--- config.mk ---
export PLATFORM = sky130hd
export DESIGN_NAME = vec_mask_seq
export DESIGN_NICKNAME = d
export VERILOG_FILES = /design/src/rtl/vms_pkg.sv /design/src/rtl/vms_total.sv /design/src/rtl/vms_mask_pick.sv /design/src/rtl/vms_fill_enc.sv /design/src/rtl/vms_ctrl.sv /design/src/rtl/vec_mask_seq.sv
export SDC_FILE = /design/constraint.sdc
export NUM_CORES = 1
export LEC_CHECK = 0
export ABC_CLOCK_PERIOD_IN_PS = 6200
export BUFFER_PORTS_ARGS = -buffer_cell sky130_fd_sc_hd__buf_2
export CORE_UTILIZATION = 55
export DETAILED_ROUTE_END_ITERATION = 8
export PLACE_DENSITY = 0.8
export SKIP_CTS_REPAIR_TIMING = 1
export SKIP_LAST_GASP = 1
export SYNTH_ARGS = -nofsm -noshare
export SYNTH_HDL_FRONTEND = slang
export SYNTH_SLANG_ARGS = --single-unit
--- constraint.sdc ---
create_clock -name clk_i -period 6.2 [get_ports clk_i]
set_input_delay 0.62 -clock clk_i [delete_from_list [all_inputs] [get_ports clk_i]]
set_output_delay 0.62 -clock clk_i [all_outputs]
set_load 0.005 [all_outputs]
--- src/rtl/vms_pkg.sv ---
package vms_pkg;
  typedef enum logic [1:0] {ST_IDLE, ST_BODY, ST_TAIL, ST_DONE} vms_state_e;

  localparam logic [2:0] LMUL_RSVD = 3'b100;

  function automatic logic [7:0] elem_be(input logic [1:0] esz, input logic [2:0] ofs);
    logic [7:0] base;
    case (esz)
      2'd0:    base = 8'h01;
      2'd1:    base = 8'h03;
      2'd2:    base = 8'h0f;
      default: base = 8'hff;
    endcase
    return base << ofs;
  endfunction
endpackage

--- src/rtl/vms_total.sv ---
module vms_total #(
  parameter int VLENB_W = 6,
  parameter int IDX_W   = 9
) (
  input  logic [VLENB_W-1:0] vlenb_i,
  input  logic [2:0]         lmul_i,
  input  logic [1:0]         sew_i,
  input  logic [1:0]         esz_i,
  output logic [IDX_W-1:0]   tot_o,
  output logic               rsvd_o
);
  localparam int SW = VLENB_W + 6;

  logic signed [4:0] emul_s;
  logic [2:0]        sh;
  logic [SW-1:0]     scaled;

  always_comb begin
    emul_s = $signed({3'b000, esz_i}) - $signed({3'b000, sew_i})
           + $signed({{2{lmul_i[2]}}, lmul_i});
    // negative group exponent is clamped: fractional groups span one register
    sh     = emul_s[4] ? 3'd0 : emul_s[2:0];
    scaled = {{(SW-VLENB_W){1'b0}}, vlenb_i} << sh;
    tot_o  = IDX_W'(scaled >> esz_i);
    rsvd_o = (lmul_i == vms_pkg::LMUL_RSVD);
  end
endmodule

--- src/rtl/vms_mask_pick.sv ---
module vms_mask_pick #(
  parameter int MASK_BITS = 256,
  parameter int IDX_W     = 9
) (
  input  logic [MASK_BITS-1:0] mask_i,
  input  logic [IDX_W-1:0]     idx_i,
  output logic                 bit_o
);
  localparam int NW     = MASK_BITS / 64;
  localparam int WSEL_W = IDX_W - 6;
  localparam int NW_PAD = 1 << WSEL_W;

  logic [63:0] words [NW_PAD];

  for (genvar w = 0; w < NW_PAD; w++) begin : g_word
    if (w < NW) begin : g_live
      assign words[w] = mask_i[w*64 +: 64];
    end else begin : g_pad
      assign words[w] = '0;
    end
  end

  assign bit_o = words[idx_i[IDX_W-1:6]][idx_i[5:0]];
endmodule

--- src/rtl/vms_fill_enc.sv ---
module vms_fill_enc #(
  parameter int IDX_W  = 9,
  parameter int ADDR_W = 12
) (
  input  logic [IDX_W-1:0]  idx_i,
  input  logic [1:0]        esz_i,
  output logic [ADDR_W-1:0] addr_o,
  output logic [7:0]        be_o
);
  logic [ADDR_W-1:0] byte_addr;

  always_comb begin
    byte_addr = {{(ADDR_W-IDX_W){1'b0}}, idx_i} << esz_i;
    addr_o    = {byte_addr[ADDR_W-1:3], 3'b000};
    be_o      = vms_pkg::elem_be(esz_i, byte_addr[2:0]);
  end
endmodule

--- src/rtl/vms_ctrl.sv ---
module vms_ctrl #(
  parameter int IDX_W     = 9,
  parameter int MASK_BITS = 256
) (
  input  logic                  clk_i,
  input  logic                  rst_ni,
  input  logic                  start_i,
  input  logic [IDX_W-1:0]      vstart_i,
  input  logic [IDX_W-1:0]      vl_i,
  input  logic                  vm_i,
  input  logic                  vma_i,
  input  logic                  vta_i,
  input  logic [1:0]            esz_i,
  input  logic [MASK_BITS-1:0]  mask_i,
  input  logic [IDX_W-1:0]      tot_i,
  input  logic                  rsvd_i,
  output vms_pkg::vms_state_e   st_o,
  output logic [IDX_W-1:0]      idx_o,
  output logic [IDX_W-1:0]      vl_o,
  output logic                  vm_o,
  output logic                  vma_o,
  output logic [1:0]            esz_o,
  output logic [MASK_BITS-1:0]  mask_o,
  output logic                  ill_o,
  output logic [IDX_W-1:0]      vstart_o
);
  import vms_pkg::*;

  vms_state_e         st_q;
  logic [IDX_W-1:0]   idx_q, vl_q, tot_q, vstart_q;
  logic               vm_q, vma_q, vta_q, ill_q;
  logic [1:0]         esz_q;
  logic [MASK_BITS-1:0] mask_q;

  always_ff @(posedge clk_i or negedge rst_ni) begin
    if (!rst_ni) begin
      st_q     <= ST_IDLE;
      idx_q    <= '0;
      vl_q     <= '0;
      tot_q    <= '0;
      vstart_q <= '0;
      vm_q     <= 1'b0;
      vma_q    <= 1'b0;
      vta_q    <= 1'b0;
      ill_q    <= 1'b0;
      esz_q    <= '0;
      mask_q   <= '0;
    end else begin
      case (st_q)
        ST_IDLE: if (start_i) begin
          vl_q     <= vl_i;
          tot_q    <= tot_i;
          vm_q     <= vm_i;
          vma_q    <= vma_i;
          vta_q    <= vta_i;
          esz_q    <= esz_i;
          mask_q   <= mask_i;
          idx_q    <= vstart_i;
          ill_q    <= rsvd_i;
          if (rsvd_i) begin
            vstart_q <= vstart_i;
            st_q     <= ST_DONE;
          end else if (vstart_i >= vl_i) begin
            vstart_q <= '0;
            st_q     <= ST_DONE;
          end else begin
            vstart_q <= vstart_i;
            st_q     <= ST_BODY;
          end
        end
        ST_BODY: begin
          if (idx_q == vl_q - 1'b1) begin
            vstart_q <= '0;
            if (vta_q && (vl_q < tot_q)) begin
              idx_q <= vl_q;
              st_q  <= ST_TAIL;
            end else begin
              st_q  <= ST_DONE;
            end
          end else begin
            idx_q <= idx_q + 1'b1;
          end
        end
        ST_TAIL: begin
          if (idx_q == tot_q - 1'b1) st_q <= ST_DONE;
          else                       idx_q <= idx_q + 1'b1;
        end
        default: begin
          st_q  <= ST_IDLE;
          ill_q <= 1'b0;
        end
      endcase
    end
  end

  assign st_o     = st_q;
  assign idx_o    = idx_q;
  assign vl_o     = vl_q;
  assign vm_o     = vm_q;
  assign vma_o    = vma_q;
  assign esz_o    = esz_q;
  assign mask_o   = mask_q;
  assign ill_o    = ill_q;
  assign vstart_o = vstart_q;

  // consecutive body cycles advance the index by exactly one
  a_r3_body_step: assert property (@(posedge clk_i) disable iff (!rst_ni)
    (st_q == ST_BODY && $past(st_q) == ST_BODY) |-> idx_q == IDX_W'($past(idx_q) + 1'b1));
  // tail indices stay within [vl, total)
  a_r6_tail_range: assert property (@(posedge clk_i) disable iff (!rst_ni)
    (st_q == ST_TAIL) |-> (idx_q >= vl_q && idx_q < tot_q));
  // start index is cleared once the body is done
  a_r10_vstart_clear: assert property (@(posedge clk_i) disable iff (!rst_ni)
    (st_q == ST_TAIL) |-> vstart_q == '0);
  // done lasts one cycle
  a_r11_done_pulse: assert property (@(posedge clk_i) disable iff (!rst_ni)
    (st_q == ST_DONE) |=> st_q == ST_IDLE);
endmodule

--- src/rtl/vec_mask_seq.sv ---
module vec_mask_seq #(
  parameter int VLENB_MAX = 32,
  localparam int VLENB_W   = $clog2(VLENB_MAX) + 1,
  localparam int MASK_BITS = VLENB_MAX * 8,
  localparam int IDX_W     = $clog2(MASK_BITS) + 1,
  localparam int ADDR_W    = IDX_W + 3
) (
  input  logic                 clk_i,
  input  logic                 rst_ni,
  input  logic                 start_i,
  input  logic [IDX_W-1:0]     vstart_i,
  input  logic [IDX_W-1:0]     vl_i,
  input  logic                 vm_i,
  input  logic                 vma_i,
  input  logic                 vta_i,
  input  logic [2:0]           lmul_i,
  input  logic [1:0]           sew_i,
  input  logic [1:0]           esz_i,
  input  logic [VLENB_W-1:0]   vlenb_i,
  input  logic [MASK_BITS-1:0] mask_i,
  output logic                 busy_o,
  output logic                 done_o,
  output logic                 illegal_o,
  output logic [IDX_W-1:0]     vstart_o,
  output logic [IDX_W-1:0]     elem_idx_o,
  output logic                 op_valid_o,
  output logic                 fill_valid_o,
  output logic [ADDR_W-1:0]    fill_addr_o,
  output logic [7:0]           fill_be_o
);
  import vms_pkg::*;

  logic [IDX_W-1:0]     tot;
  logic                 rsvd;
  vms_state_e           st;
  logic [IDX_W-1:0]     idx, vl_q;
  logic                 vm_q, vma_q, ill_q, mbit, live;
  logic [1:0]           esz_q;
  logic [MASK_BITS-1:0] mask_q;
  logic                 in_body, in_tail;

  vms_total #(.VLENB_W(VLENB_W), .IDX_W(IDX_W)) u_total (
    .vlenb_i (vlenb_i),
    .lmul_i  (lmul_i),
    .sew_i   (sew_i),
    .esz_i   (esz_i),
    .tot_o   (tot),
    .rsvd_o  (rsvd)
  );

  vms_ctrl #(.IDX_W(IDX_W), .MASK_BITS(MASK_BITS)) u_ctrl (
    .clk_i    (clk_i),
    .rst_ni   (rst_ni),
    .start_i  (start_i),
    .vstart_i (vstart_i),
    .vl_i     (vl_i),
    .vm_i     (vm_i),
    .vma_i    (vma_i),
    .vta_i    (vta_i),
    .esz_i    (esz_i),
    .mask_i   (mask_i),
    .tot_i    (tot),
    .rsvd_i   (rsvd),
    .st_o     (st),
    .idx_o    (idx),
    .vl_o     (vl_q),
    .vm_o     (vm_q),
    .vma_o    (vma_q),
    .esz_o    (esz_q),
    .mask_o   (mask_q),
    .ill_o    (ill_q),
    .vstart_o (vstart_o)
  );

  vms_mask_pick #(.MASK_BITS(MASK_BITS), .IDX_W(IDX_W)) u_mask (
    .mask_i (mask_q),
    .idx_i  (idx),
    .bit_o  (mbit)
  );

  vms_fill_enc #(.IDX_W(IDX_W), .ADDR_W(ADDR_W)) u_fill (
    .idx_i  (idx),
    .esz_i  (esz_q),
    .addr_o (fill_addr_o),
    .be_o   (fill_be_o)
  );

  assign in_body      = (st == ST_BODY);
  assign in_tail      = (st == ST_TAIL);
  assign live         = vm_q | mbit;
  assign busy_o       = (st != ST_IDLE);
  assign done_o       = (st == ST_DONE);
  assign illegal_o    = done_o & ill_q;
  assign elem_idx_o   = (in_body | in_tail) ? idx : '0;
  assign op_valid_o   = in_body & live;
  assign fill_valid_o = (in_body & ~live & vma_q) | in_tail;

  // one element gets either the result or a fill, never both
  a_r5_exclusive: assert property (@(posedge clk_i) disable iff (!rst_ni)
    op_valid_o |-> !fill_valid_o);
  // forwarded elements lie inside the body
  a_r4_op_in_body: assert property (@(posedge clk_i) disable iff (!rst_ni)
    op_valid_o |-> elem_idx_o < vl_q);
  // an illegal pass ends without writes
  a_r8_illegal_quiet: assert property (@(posedge clk_i) disable iff (!rst_ni)
    illegal_o |-> (done_o && !op_valid_o && !fill_valid_o));
  // every fill enables at least one byte
  a_r9_be_nonzero: assert property (@(posedge clk_i) disable iff (!rst_ni)
    fill_valid_o |-> fill_be_o != 8'h00);
  // the done cycle carries no element traffic
  a_r2_done_quiet: assert property (@(posedge clk_i) disable iff (!rst_ni)
    done_o |-> (!op_valid_o && !fill_valid_o));
endmodule

# Word-level counts from Yosys, hierarchy flattened
# Cells that the tools add are included.
# totals
ff_bits	300
in_bits	293
output_inout_bits	43
# classes
add_sub_neg	5
magnitude_cmp	4
eq_ne	13
shift	4
muxes	27
bitwise	10
n_reduce_logical	12
# ops
operator	count
binary-select mux 64 bit (select 3 bit)	1
2-to-1 mux 64 bit	2
2-to-1 mux 9 bit	9
case mux 9 bit (3 select lines)	1
case mux 8 bit (3 select lines)	1
== test 9 bit	2
case mux 9 bit (2 select lines)	1
subtractor 9 x 1 -> 9 bit (second input constant)	2
<< shifter 6 x 3 -> 12 bit	1
<< shifter 9 x 2 -> 12 bit	1
>> shifter 12 x 2 -> 9 bit	1
2-to-1 mux 2 bit	5
adder 9 x 1 -> 9 bit (second input constant)	1
greater-or-equal comparator 9 bit	1
< comparator 9 bit	1
<< shifter 8 x 3 -> 8 bit	1
< comparator 6 x 7 -> 1 bit (second input constant)	1
binary-select mux 1 bit (select 6 bit)	1
== test 2 bit (second input constant)	3
case mux 2 bit (3 select lines)	1
AND reduction 3 bit	2
adder 3 x 3 -> 4 bit	1
bitwise AND 1 bit	4
== test 2 x 1 -> 1 bit (second input constant)	2
19 further kinds	29

# Depth between registers and ports, before layout
# Gate-level depths: netlist of the first run.
# logic_depth
word_depth	11
mapped_depth	17
depth_no_buf	14

# Hierarchy
# From an unflattened synthesis of the first run, not the netlist that was laid out.
# unflattened
cells_unflattened	1306
hier_area_um2	16275.6
# modules_own_cells
mod	instances	cells_each	area_per_inst_um2	seq_area_each_um2
vms_ctrl	1	884	12544.5	7507.2
vms_mask_pick	1	228	2337.2	0.0
vms_total	1	117	850.8	0.0
vms_fill_enc	1	57	397.9	0.0
vec_mask_seq	1	20	145.1	0.0

# Least setup slack after synthesis of the first run
# No wires, ideal clock.
# synth_timing
path_kind	input -> register
startpoint	in esz_i[0]
endpoint	reg u_ctrl.tot_q[6]
setup_time_ps	133
t_arrival_ps	3854
t_required_ps	6067
setup_slack_ps	2214
path_stages	15
path_cell_list	clkbuf_1 inv_1 clkbuf_1 ha_1 inv_1 fa_1 ha_1 or3b_4 o211ai_4 mux4_2 mux2i_1 o32ai_1 nand2_1 o211a_1 a21oi_1
# synth_via
elab_chain_len	5
# synth_lines
item	line	text
start, declared	vec_mask_seq.sv:18	input logic [1:0] esz_i,
subtractor 2 x 2 -> 3 bit	vms_total.sv:19	emul_s = $signed({3'b000, esz_i}) - $signed({3'b000, sew_i})
adder 3 x 3 -> 4 bit	vms_total.sv:20	+ $signed({{2{lmul_i[2]}}, lmul_i});
2-to-1 mux 3 bit	vms_total.sv:22	sh = emul_s[4] ? 3'd0 : emul_s[2:0];
<< shifter 6 x 3 -> 12 bit	vms_total.sv:23	scaled = {{(SW-VLENB_W){1'b0}}, vlenb_i} << sh;
>> shifter 12 x 2 -> 9 bit *	vms_total.sv:24	tot_o = IDX_W'(scaled >> esz_i);
end signal, assigned	vms_ctrl.sv:52	tot_q <= tot_i;
end, declared	vms_ctrl.sv:30	logic [IDX_W-1:0] idx_q, vl_q, tot_q, vstart_q;
# Every way passes the cells marked *; elsewhere a longest branch is shown, timed or not.
# A chain may end at the register's enable or synchronous reset.

# Worst setup path after layout of the first run
# layout_timing
startpoint	reg u_ctrl.idx_q[6], in the netlist u_ctrl.idx_o[6]
endpoint	out fill_valid_o
# layout_via
elab_chain_len	11
# layout_lines
item	line	text
start, declared	vms_ctrl.sv:30	
start signal, assigned	vms_ctrl.sv:58	idx_q <= vstart_i;
start signal, assigned	vms_ctrl.sv:75	idx_q <= vl_q;
start signal, assigned	vms_ctrl.sv:81	idx_q <= idx_q + 1'b1;
NOT 3 -> 4 bit (implied by the code)	vms_mask_pick.sv:23	assign bit_o = words[idx_i[IDX_W-1:6]][idx_i[5:0]];
binary-select mux 64 bit (select 3 bit)	vms_mask_pick.sv:23	
2-to-1 mux 64 bit (implied by the code) (2 in a row)	vms_mask_pick.sv:23	
binary-select mux 1 bit (select 6 bit)	vms_mask_pick.sv:23	
2-to-1 mux 1 bit (implied by the code)	vms_mask_pick.sv:23	
OR 1 bit	vec_mask_seq.sv:90	assign live = vm_q | mbit;
NOT 1 bit	vec_mask_seq.sv:96	assign fill_valid_o = (in_body & ~live & vma_q) | in_tail;
bitwise AND 1 bit (2 in a row)	vec_mask_seq.sv:96	
OR 1 bit	vec_mask_seq.sv:96	
end, declared	vec_mask_seq.sv:27	output logic fill_valid_o,
# Every way passes these cells. The select of a mux whose other input is x is not followed.

==> impl_metrics.py, run 1 <==
metrics = {
    "logic_synthesis": {
        "ys_seq_area_frac": 0.471,
        "yosysWarnings": 0,
        "synth_top_family_by_area": "simple AND/OR/NAND/NOR gates",
        "synth_xor_area_frac": 0.0126,
        "synth_enable_flop_cells": 0,
        "synth_fa_ha_area_frac": 0.0251,
        "avgSynthCellArea_um2": 8.96,
        "synth-compound-area-share": 0.0774,
        "synth_seq_cells": 300,
        "synthArstFlopShare": 1.00,
        "netlist_area_um2": 15900,
        "synth_top_area_frac": 0.471,
        "netlist_instances": 1780,
        "synthTopCellsByArea": "dfrtp_1, nand2_1, mux4_2",
        "synthSimpleGateAreaFrac": 0.252,
        "synthMuxAreaShare": 0.117,
        "synth_ff_type": "dfrtp_1",
        "synth_area_leader_cell": "dfrtp_1",
        "synth_cell_type_count": 79,
    },
    "pwr": {
        "power_density_nw_per_um2": 527,
        "power_mw": 9.87,
        "p_leak_nw": 9.75,
        "irDropWorstVdd_v": 0.000293,
    },
    "global_route": {
        "grt.total_usage": 0.317,
        "met1_usage": 0.438,
        "grt_use_met2": 0.509,
        "antenna_found_initial": 0,
        "overflow": 0,
        "grt_max_degree": 197,
        "grt_pass1_wl_um": 71700,
        "grt_use_met3": 0.0359,
        "grt_pass1_vias": 13714,
        "grt.busiest_layer": "met2",
    },
    "final_layout": {
        "drive_above_1_share": 0.237,
        "n_antenna_cell": 0,
        "regArea_um2": 7520,
        "post-route-util": 0.666,
        "layout_common_cells": "nand2_1, buf_2, dfrtp_1, mux4_2, nor2_1",
        "fin_cells": 2448,
        "multiInputGateArea_um2": 7750,
        "fill_cells": 2291,
        "area_growth_pct": 17.5,
        "final_common_cell": "nand2_1",
        "fin_nets": 2368,
    },
    "route": {
        "dr.pass1.iters": 7,
        "wl_um": 45900,
        "viasPerCell": 5.70,
        "wl_per_cell_um": 18.8,
        "num_vias": 13953,
        "antenna_left": 0,
        "drc": 0,
        "drt_iter0_drc": 1283,
    },
    "clocking": {
        "cts.path.max_buffers": 3,
        "cts_sinks": 300,
        "clk_latency_ns": 0.58,
        "htreeDepth": 1,
        "clkTransAtPathRegs_ns": 0.06,
        "cts_buffers": 31,
        "cts_root_buf": "clkbuf_16",
        "cts_tree": "done",
    },
    "run": {
        "maxCapViolations": 0,
    },
    "worst_setup_path": {
        "crit_fanout": 57,
        "path_class": "flop to primary output",
        "worstPathRequired_ns": 5.58,
        "arrival_ns": 4.22,
        "endpoint_kind": "primary output",
        "start_kind": "flop",
    },
    "sta": {
        "setup_slack_ns": 1.36,
        "fin_tns_setup_ns": 0,
        "layout_min_cycle_time_ns": 4.84,
        "max_freq_mhz": 207,
        "rsz0062_at_grt": "no",
        "worstMarginPinSlew_ns": 1.12,
        "finalHoldViolCount": 0,
        "fin_crit_sh": 0.780,
        "max-slew-margin-rel": 0.250,
        "slew_violations": 0,
        "fin_skew_ns": 0.0135,
        "setup_viol": 0,
    },
    "status": {
        "outcome": "complete, no violations",
    },
    "floorplan": {
        "dieArea_um2": 29700,
        "initial_core_util": 0.566,
        "coreArea_um2": 28200,
        "ios": 336,
        "die_x_um": 172,
        "rows": 61,
        "die_h_um": 172,
    },
    "placement": {
        "dp_slack_ns": 1.90,
        "routabilityCongestion": 0.940,
        "hpwl_um": 32200,
        "port_buffers": 332,
        "dp.cells": 2390,
    },
    "worst_hold_path": {
        "hold_class": "primary input to asynchronous set/reset pin",
    },
}
-- report_power, final --
group | internal [mW] | switching, mW
Clock | 1.11 | 0.809
Combinational | 1.88 | 2.30
Sequential | 2.87 | 0.898
Total | 5.86 | 4.01
-- metrics by stage --
stage	hold WS, ns	area [um^2]
final	0.169	18700
after floorplan	0.324	16000
after global routing	0.232	18700
after detailed placement	0.458	17700
after global placement	0.453	17700
after CTS	0.201	18700
-- cell families after synthesis --
kind of cell,after synthesis
XOR/XNOR,23
multiplexers,103
AND/OR/NAND/NOR,1002
buffers and inverters,156
other,1
flip-flops,300
AO/OA/AOI/OAI,164
adder cells (fa/ha/maj),31
-- registers in the layout (all words and copies together) (netlist names) --
register,count
u_ctrl.mask_o,256
u_ctrl.idx_o,9
u_ctrl.tot_q,9
u_ctrl.vl_o,9
u_ctrl.vstart_o,9
u_ctrl.esz_o,2
u_ctrl.st_o,2
u_ctrl.ill_o,1
u_ctrl.vm_o,1
u_ctrl.vma_o,1
u_ctrl.vta_q,1
-- cell type report --
cell class	instances	area share
clock inverter	18	0.0104
multi-input combinational	1326	0.413
tap	378	0.0252
clock buffer	40	0.0459
inverter	43	0.00861
timing repair buffer	343	0.0956
sequential	300	0.401
-- layer usage --
metal / share of wire / routed length, um
met4: 0.043 / 1980
met3: 0.071 / 3270
met1: 0.42 / 19200
met2: 0.47 / 21500
met5: 0 / 0
-- cell usage after synthesis, types with 3 or more instances --
library cell	number
a222oi_1	5
o211ai_1	11
buf_4	9
o21ai_0	33
buf_2	14
mux4_2	66
inv_1	41
a22oi_1	9
nand2_1	853
nor2_1	45
a22o_1	12
xnor2_1	12
nand3_1	17
dfrtp_1	300
and3_1	4
nor4_1	8
a21oi_1	26
a211oi_1	7
o22ai_1	4
and2_1	11
clkbuf_1	65
a32oi_1	4
xor2_1	11
or3_1	6
buf_1	15
mux2i_1	31
ha_1	28
buf_6	10
a221oi_1	5
or2_2	3
nor3b_1	6
nor2b_1	8
mux2_2	6
a2111o_1	3
nand4_1	8
a21o_1	6
nor3_1	14
o31ai_1	3
nand2b_1	7
a221o_1	3
-- critical path, cell delays in order, from the launching register on --
cell      delay (ns)
dfrtp_4         1.09
buf_12          0.32
mux4_2          0.55
a22o_1          0.25
a221oi_1        0.27
o21ai_0         0.16
a211oi_1        0.25
nor3_1          0.08
a21oi_1         0.34
a31o_1          0.20
buf_2           0.10
-- final timing paths --
kind,from,end,slack [ns],cells after the start
setup / recovery,u_ctrl.idx_o[6],fill_valid_o,1.36,10
hold / removal,rst_ni,u_ctrl.mask_o[69],0.17,1
setup reg to reg,u_ctrl.idx_o[7],u_ctrl.idx_o[6],2.90,8
hold reg to reg,u_ctrl.mask_o[177],u_ctrl.mask_o[177],0.47,2
max in group asynchronous,rst_ni,u_ctrl.idx_o[6],4.52,2
min in group clk_i,mask_i[213],u_ctrl.mask_o[213],0.23,3
No activity file was read; power rests on OpenSTA's default activity.
==> run 2: changes to the inputs <==
--- a/config.mk
+++ b/config.mk
@@ -5,11 +5,11 @@
 export SDC_FILE = /design/constraint.sdc
 export NUM_CORES = 1
 export LEC_CHECK = 0
-export ABC_CLOCK_PERIOD_IN_PS = 6200
+export ABC_CLOCK_PERIOD_IN_PS = 4200
 export BUFFER_PORTS_ARGS = -buffer_cell sky130_fd_sc_hd__buf_2
-export CORE_UTILIZATION = 55
+export CORE_UTILIZATION = 50
 export DETAILED_ROUTE_END_ITERATION = 8
-export PLACE_DENSITY = 0.8
+export PLACE_DENSITY = 0.77
 export SKIP_CTS_REPAIR_TIMING = 1
 export SKIP_LAST_GASP = 1
 export SYNTH_ARGS = -nofsm -noshare
==> constraint.sdc (replaced) <==
create_clock -name clk_i -period 4.2 [get_ports clk_i]
set_input_delay 0.42 -clock clk_i [delete_from_list [all_inputs] [get_ports clk_i]]
set_output_delay 0.42 -clock clk_i [all_outputs]
set_load 0.005 [all_outputs]
==> run 2 against run 1 <==
- combinational power is 56% higher
- clock skew is essentially flat
- die area grew 9.9%
- wire length is 2.4% higher
- non-clock buffer count up 26
- count of clock-buffer cells in the layout is 7 higher
- flip-flop and latch count unchanged
- sequential share of layout area decreased by 0.91 points
- final cell count up 2.4%
- setup slack worse by 1.2 ns
==> impl_metrics.py, run 2 (synthesized netlist as in run 1, its figures left out) <==
metrics = {
    "pwr": {
        "irDropWorstVdd_v": 0.000337,
        "power_density_nw_per_um2": 787,
        "p_leak_nw": 9.96,
        "power_mw": 15.1,
    },
    "final_layout": {
        "area_growth_pct": 20.3,
        "final_common_cell": "nand2_1",
        "fill_cells": 2689,
        "final_area_um2": 19200,
        "largest_register_ffs": 256,
        "fin_cells": 2506,
        "layout_common_cells": "nand2_1, buf_2, dfrtp_1, mux4_2, nor2_1",
        "fin_nets": 2398,
        "drive_above_1_share": 0.245,
    },
    "placement": {
        "dp.cells": 2435,
        "hpwl_um": 33800,
        "port_buffers": 332,
        "placed_area_um2": 17900,
        "routabilityCongestion": 0.905,
    },
    "worst_hold_path": {
        "hold_class": "primary input to asynchronous set/reset pin",
    },
    "global_route": {
        "grt_pass1_wl_um": 74400,
        "grt.busiest_layer": "met2",
        "antenna_found_initial": 8,
        "grt_max_degree": 128,
        "grt.total_usage": 0.292,
        "grt_use_met2": 0.472,
        "grt_pass1_vias": 14079,
        "grt_use_met3": 0.0461,
        "overflow": 0,
        "met1_usage": 0.397,
    },
    "sta": {
        "layout_min_cycle_time_ns": 4.07,
        "finalHoldViolCount": 0,
        "rsz0062_at_grt": "no",
        "fin_hold_ws_ns": 0.0239,
        "fin_crit_sh": 0.968,
        "max-slew-margin-rel": 0.316,
        "slew_violations": 0,
        "setup_viol": 0,
        "worstMarginPinSlew_ns": 1.03,
        "fin_skew_ns": 0.0132,
        "max_freq_mhz": 246,
    },
    "route": {
        "drc": 0,
        "antenna_left": 0,
        "viasPerCell": 5.60,
        "dr.pass1.iters": 7,
        "wl_per_cell_um": 18.8,
        "wl_um": 47000,
        "num_vias": 14033,
        "drt_iter0_drc": 1163,
    },
    "clocking": {
        "cts.path.max_buffers": 3,
        "cts_tree": "done",
        "htreeDepth": 2,
        "clk_latency_ns": 0.52,
        "cts_sinks": 300,
        "cts_buffers": 35,
        "clkTransAtPathRegs_ns": 0.06,
        "cts_root_buf": "clkbuf_16",
    },
    "worst_setup_path": {
        "arrival_ns": 3.65,
        "crit_fanout": 39,
        "worstPathRequired_ns": 3.78,
        "endpoint_kind": "primary output",
        "path_class": "flop to primary output",
        "start_kind": "flop",
    },
    "floorplan": {
        "die_x_um": 181,
        "die_h_um": 181,
        "dieArea_um2": 32600,
        "initial_core_util": 0.507,
        "ios": 336,
        "rows": 65,
        "coreArea_um2": 31500,
    },
    "run": {
        "maxCapViolations": 0,
    },
    "status": {
        "outcome": "complete, no violations",
    },
}
[run 2: area by class of cell]
class / count / area, um^2 / area share
timing repair buffer: 369 / 2040 / 0.106
antenna: 9 / 22.5 / 0.00117
tap: 402 / 503 / 0.0262
clock buffer: 47 / 1000 / 0.0523
multi-input combinational: 1326 / 7750 / 0.404
inverter: 43 / 161 / 0.00841
clock inverter: 10 / 190 / 0.00992
sequential: 300 / 7520 / 0.392
[run 2: worst max-delay path, stage by stage, from the launching register on]
cell	delay [ns]
dfrtp_4	0.84
buf_4	0.30
mux4_2	0.32
mux4_2	0.47
nand2b_1	0.15
o211ai_1	0.14
o211ai_1	0.21
a21oi_1	0.38
a31o_1	0.20
buf_2	0.11
[run 2: metrics by stage]
stage | setup TNS (ns) | util | setup WS, ns
after CTS | -0.210 | 0.607 | -0.152
after global routing | 0 | 0.609 | 0.00356
final | 0 | 0.609 | 0.133
after floorplan | 0 | - | 0.414
after global placement | 0 | 0.569 | 0.420
after detailed placement | 0 | 0.569 | 0.390
[run 2: power by group]
| group | internal [mW] | switching (mW) | total (mW) |
|---|---|---|---|
| registers | 4.24 | 1.17 | 5.41 |
| logic | 2.92 | 3.60 | 6.52 |
| clock network | 1.98 | 1.19 | 3.17 |
| total | 9.15 | 5.95 | 15.1 |
[run 2: worst paths after layout]
check / from / endpoint / slack [ns] / cells past startpoint
max: u_ctrl.idx_o[7] / fill_valid_o / 0.13 / 9
min in group clk_i: mask_i[219] / u_ctrl.mask_o[219] / 0.09 / 3
min reg2reg: u_ctrl.mask_o[182] / u_ctrl.mask_o[182] / 0.47 / 2
max in group asynchronous: rst_ni / u_ctrl.mask_o[48] / 3.03 / 2
max reg2reg: u_ctrl.idx_o[7] / u_ctrl.idx_o[6] / 1.27 / 8
min: rst_ni / u_ctrl.mask_o[194] / 0.02 / 1
[run 2: per-layer routing]
layer | routed length, um | part of all wire
met5 | 0 | 0
met4 | 1710 | 0.036
met3 | 3270 | 0.069
met2 | 22500 | 0.48
met1 | 19600 | 0.42
